### src/rtl/can_accept_filter.sv
module can_accept_filter (
  input  logic        clk,
  input  logic        rst_n,
  input  logic        frm_valid,
  input  logic        frm_ext,
  input  logic        frm_rtr,
  input  logic [28:0] frm_id,
  input  logic [3:0]  frm_dlc,
  input  logic [7:0]  frm_d0,
  input  logic [7:0]  frm_d1,
  input  logic        enh_mode,
  input  logic        dual_mode,
  input  logic [63:0] acc_bytes,
  output logic        dec_valid,
  output logic        accept
);

  logic        ext_q, rtr_q;
  logic [28:0] id_q;
  logic [3:0]  dlc_q;
  logic [7:0]  d0_q, d1_q;

  always_ff @(posedge clk or negedge rst_n) begin
    if (!rst_n) begin
      dec_valid <= 1'b0;
      ext_q     <= 1'b0;
      rtr_q     <= 1'b0;
      id_q      <= '0;
      dlc_q     <= '0;
      d0_q      <= '0;
      d1_q      <= '0;
    end else begin
      dec_valid <= frm_valid;
      if (frm_valid) begin
        ext_q <= frm_ext;
        rtr_q <= frm_rtr;
        id_q  <= frm_id;
        dlc_q <= frm_dlc;
        d0_q  <= frm_d0;
        d1_q  <= frm_d1;
      end
    end
  end

  wire [7:0] c0 = acc_bytes[7:0];
  wire [7:0] c1 = acc_bytes[15:8];
  wire [7:0] c2 = acc_bytes[23:16];
  wire [7:0] c3 = acc_bytes[31:24];
  wire [7:0] m4 = acc_bytes[39:32];
  wire [7:0] m5 = acc_bytes[47:40];
  wire [7:0] m6 = acc_bytes[55:48];
  wire [7:0] m7 = acc_bytes[63:56];

  function automatic logic hit(input logic [31:0] a, input logic [31:0] c, input logic [31:0] m);
    return ((a ^ c) & ~m) == 32'd0;
  endfunction

  wire [11:0] std_key = {id_q[10:0], rtr_q};

  wire sgl_ext = hit(32'({id_q, rtr_q}), 32'({c0, c1, c2, c3[7:2]}), 32'({m4, m5, m6, m7[7:2]}));
  wire sgl_id  = hit(32'(std_key), 32'({c0, c1[7:4]}), 32'({m4, m5[7:4]}));
  wire d0_hit  = hit(32'(d0_q), 32'(c2), 32'(m6));
  wire d1_hit  = hit(32'(d1_q), 32'(c3), 32'(m7));
  wire sgl_std = sgl_id && (rtr_q || dlc_q == 4'd0 || (d0_hit && (dlc_q == 4'd1 || d1_hit)));

  wire dul_ext = hit(32'(id_q[28:13]), 32'({c0, c1}), 32'({m4, m5}))
              || hit(32'(id_q[28:13]), 32'({c2, c3}), 32'({m6, m7}));
  wire f1_dat  = dlc_q == 4'd0 || hit(32'(d0_q), 32'({c1[3:0], c3[3:0]}), 32'({m5[3:0], m7[3:0]}));
  wire f1_std  = sgl_id && f1_dat;
  wire f2_std  = hit(32'(std_key), 32'({c2, c3[7:4]}), 32'({m6, m7[7:4]}));
  wire dul_std = f1_std || f2_std;

  wire legacy  = !ext_q && hit(32'(id_q[10:3]), 32'(c0), 32'(m4));

  always_comb begin
    if (!enh_mode)      accept = legacy;
    else if (dual_mode) accept = ext_q ? dul_ext : dul_std;
    else                accept = ext_q ? sgl_ext : sgl_std;
  end

  p_strobe_r10: assert property (@(posedge clk) disable iff (!rst_n)
    frm_valid |=> dec_valid);

  p_idle_r10: assert property (@(posedge clk) disable iff (!rst_n)
    !frm_valid |=> !dec_valid);

  p_legacy_ext_r9: assert property (@(posedge clk) disable iff (!rst_n)
    dec_valid && !enh_mode && $past(frm_ext) |-> !accept);

  p_all_dont_care_r1: assert property (@(posedge clk) disable iff (!rst_n)
    dec_valid && enh_mode && acc_bytes[63:32] == 32'hFFFF_FFFF |-> accept);

  p_empty_payload_r4: assert property (@(posedge clk) disable iff (!rst_n)
    dec_valid && enh_mode && !dual_mode && $past(!frm_ext && frm_dlc == 4'd0)
      && acc_bytes[47:32] == 16'hFFFF |-> accept);

endmodule

### config.mk
export PLATFORM = sky130hd
export DESIGN_NAME = can_accept_filter
export DESIGN_NICKNAME = d
export VERILOG_FILES = /design/src/rtl/can_accept_filter.sv
export SDC_FILE = /design/constraint.sdc
export NUM_CORES = 1
export LEC_CHECK = 0
export ABC_CLOCK_PERIOD_IN_PS = 2650
export CAP_MARGIN = 20
export CORE_UTILIZATION = 46
export CTS_BUF_LIST = sky130_fd_sc_hd__clkbuf_4
export DETAILED_ROUTE_END_ITERATION = 12
export PLACE_DENSITY = 0.83
export SLEW_MARGIN = 15
export SYNTH_ARGS = -nofsm -noshare
export SYNTH_HDL_FRONTEND = slang
export SYNTH_SLANG_ARGS = --single-unit
### constraint.sdc
create_clock -name clk -period 2.65 [get_ports clk]
set_input_delay 0.53 -clock clk [delete_from_list [all_inputs] [get_ports clk]]
set_output_delay 0.53 -clock clk [all_outputs]
set_load 0.01 [all_outputs]
==> impl_results.md <==
- Outcome: finished, violations left
- Failing checks: setup timing
- Number of fill cells: 498
- Syn_nets: 417
- Cell Area, Synth: 3290 um^2
- Die W: 86.6 um
- Placed cell area: 4990 um^2
- Total power: 2.25 mW
- Initial antenna violation count: 0
- Drt drc: 0
- Critical path class: primary input to primary output
- WP data required: 2120 ps
- Post-synthesis instance total: 297
- Placer congestion estimate: 0.906
- Clock-pin slew on the worst setup and hold paths: 140 ps
- CP Launch Type: primary input
- Number of global-route vias before repair: 3205
- Yosys Warn Count: 0
- Initial Utilization: 0.479
- Routed length per instance: 19.2 um
- Largest net degree at the start of global routing: 53
- TritonCTS Buffers: 5
- HPWL reported at the end of detailed placement: 8850 um
- Commonest non-fill, non-tap cell in the layout: clkdlybuf4s50_1
- Fmax: 342 MHz
- Design area: 5170 um^2
- Final period utilization: 1.10
- Crit path cell chain: clkdlybuf4s50_1 -> xnor2_1 -> o22ai_1 -> nor4_1 -> o311ai_1 -> o2111ai_1 -> o221a_1 -> buf_2
- Sequential cell area fraction in the yosys report: 0.396
- All-layer global routing usage: 0.300
- Distinct cells, synth: 24
- I/O pin count: 122
- Max cap viols: 0
- # diodes: 0
- Post-Syn Area per Cell: 11.1 um^2
- Global-route wire length before repair: 16600 um
- VDD IR max: 0.276 mV
- Setup crit end kind: primary output
- Setup Viol. Count Final: 1
- Core area: 6870 um^2
- Static leakage: 2.04 nW
- Slew Limit Fails: 0
- Root Driver: clkbuf_4
- Worst Path Max Fanout: 4
- Max incr delay on CP: 610 ps
- Cell Rows: 30
- CTS tree: done
- Setup TNS: -273 ps
- P per Cell Area: 435 nW/um^2
- CP bufs+invs: 2
- GRT overflow: 0
- Final worst setup slack: -273 ps
- # hold bufs at CTS: 0
- Slowest library cell on the worst path: clkdlybuf4s50_1
- Worst skew pair latency: 370 ps
- Share of cells above drive strength 1: 0.248
- Layout area overhead: 57.1%
- First-pass detailed-route iteration total: 4
- Clock Tree Buf Depth: 2
- H-tree levels: 2
- Sink Count: 52
- DIE AREA: 7490 um^2
- Relative slew slack: 0.562
- Remaining antenna violation count: 0
- Synth Register Bits: 52
- Worst Tran Pin Value: 657 ps
- Vias/cell: 5.30
- Final hold vios: 0
- First-iteration detailed-routing DRC count: 168
- Hold Crit Class: primary input to async pin
- RSZ-0062 raised after global routing: true
- Clock skew: 0 ps
- Commonest non-fill, non-tap cells in the layout: clkdlybuf4s50_1 (99), xnor2_1 (84), buf_4 (60)
- Tmin final: 2920 ps
- Via count of the routed design: 2986
- WL final: 10800 um
- Largest delay contributor family on the critical path: buffers and inverters
- Post-layout util: 0.752
- Die H: 86.6 um
- I/O Buffers: 121
- Crit path DAT: 2390 ps
- Layout Nets: 586
## cell families (layout without fill, tap and decap cells)
kind of cell    after synthesis  count (layout)  share of synthesized area
compound gates               51              51                      0.106
xor+xnor                     94              94                      0.250
buf+inv                      25             195                     0.0285
flops                        52              52                      0.396
mux                          51              51                      0.175
simple gates                 24              24                     0.0449
## final cells by class
class	count	area (um^2)	area share
clock buffer	6	45.0	0.00872
multi-input combinational	220	1990	0.385
clock inverter	2	35.0	0.00678
timing repair buffer	183	1660	0.321
tap	96	120	0.0233
sequential	52	1300	0.252
inverter	4	15.0	0.00291
## power breakdown
| part | leakage, nW | internal (mW) | switching (mW) |
|---|---|---|---|
| registers | 0.608 | 0.872 | 0.0885 |
| clock network | 0.0456 | 0.208 | 0.253 |
| logic | 1.39 | 0.500 | 0.328 |
## final timing paths
check	startpoint	endpoint	slack (ps)	depth (start not counted)
max	acc_bytes[29]	accept	-270	8
min	rst_n	id_q[20]	150	1
max reg2reg	id_q[10]	id_q[10]	1580	3
min reg2reg	d1_q[1]	d1_q[1]	550	1
max in group asynchronous	rst_n	d1_q[4]	1930	2
min in group clk	d1_q[1]	d1_q[1]	550	1
## state kept, by name, indices dropped and copies added, names as in the netlist
signal / count
id_q: 29
d0_q: 8
d1_q: 8
dlc_q: 4
dec_valid: 1
ext_q: 1
rtr_q: 1
## worst reg2reg max path: cells and delay by family, from the launching register on
family	cells	cell delay (ps)
buffers and inverters	2	290
flip-flops	1	420
multiplexers	1	260
## cell usage after synthesis
cell type,number,area share
dfrtp_1,52,0.40
nand2_1,3,0.0034
a222oi_1,1,0.0030
o21ai_0,1,0.0015
o221a_1,1,0.0034
mux2_1,24,0.082
clkbuf_1,16,0.018
o21bai_1,1,0.0023
o22ai_4,1,0.0061
o22ai_1,42,0.080
o211ai_1,1,0.0023
a21boi_0,1,0.0023
inv_1,4,0.0046
o311ai_1,1,0.0027
o2111ai_1,1,0.0027
buf_1,5,0.0057
nor2_1,4,0.0046
nor4_1,12,0.023
nor3_1,2,0.0030
nor4b_4,1,0.0072
xor2_1,3,0.0080
mux2_2,27,0.092
xnor2_1,91,0.24
nand4_1,2,0.0038
## layer usage
| layer | track usage | part of all wire |
|---|---|---|
| met1 | 0.395 | 0.43 |
| met2 | 0.516 | 0.49 |
| met3 | 0.0590 | 0.069 |
| met4 | 0.0621 | 0.012 |
| met5 | 0 | 0 |
## through the flow
stage / hold WS [ps] / std cells / setup slack [ps]
after floorplan: 234 / 297 / 320
after global placement: 492 / 553 / -798
after detailed placement: 513 / 553 / -885
after CTS: 160 / 563 / -261
after global routing: 177 / 563 / -377
final: 155 / 563 / -273
## timing repair
item                                   4_1_cts  5_1_grt
endpoints found under the hold margin        0        0
buffers inserted                             2        0
pin swaps                                   16        0
gates resized for setup                     35        4
setup endpoints to repair                    1        1
No activity file was read; power rests on OpenSTA's default activity.
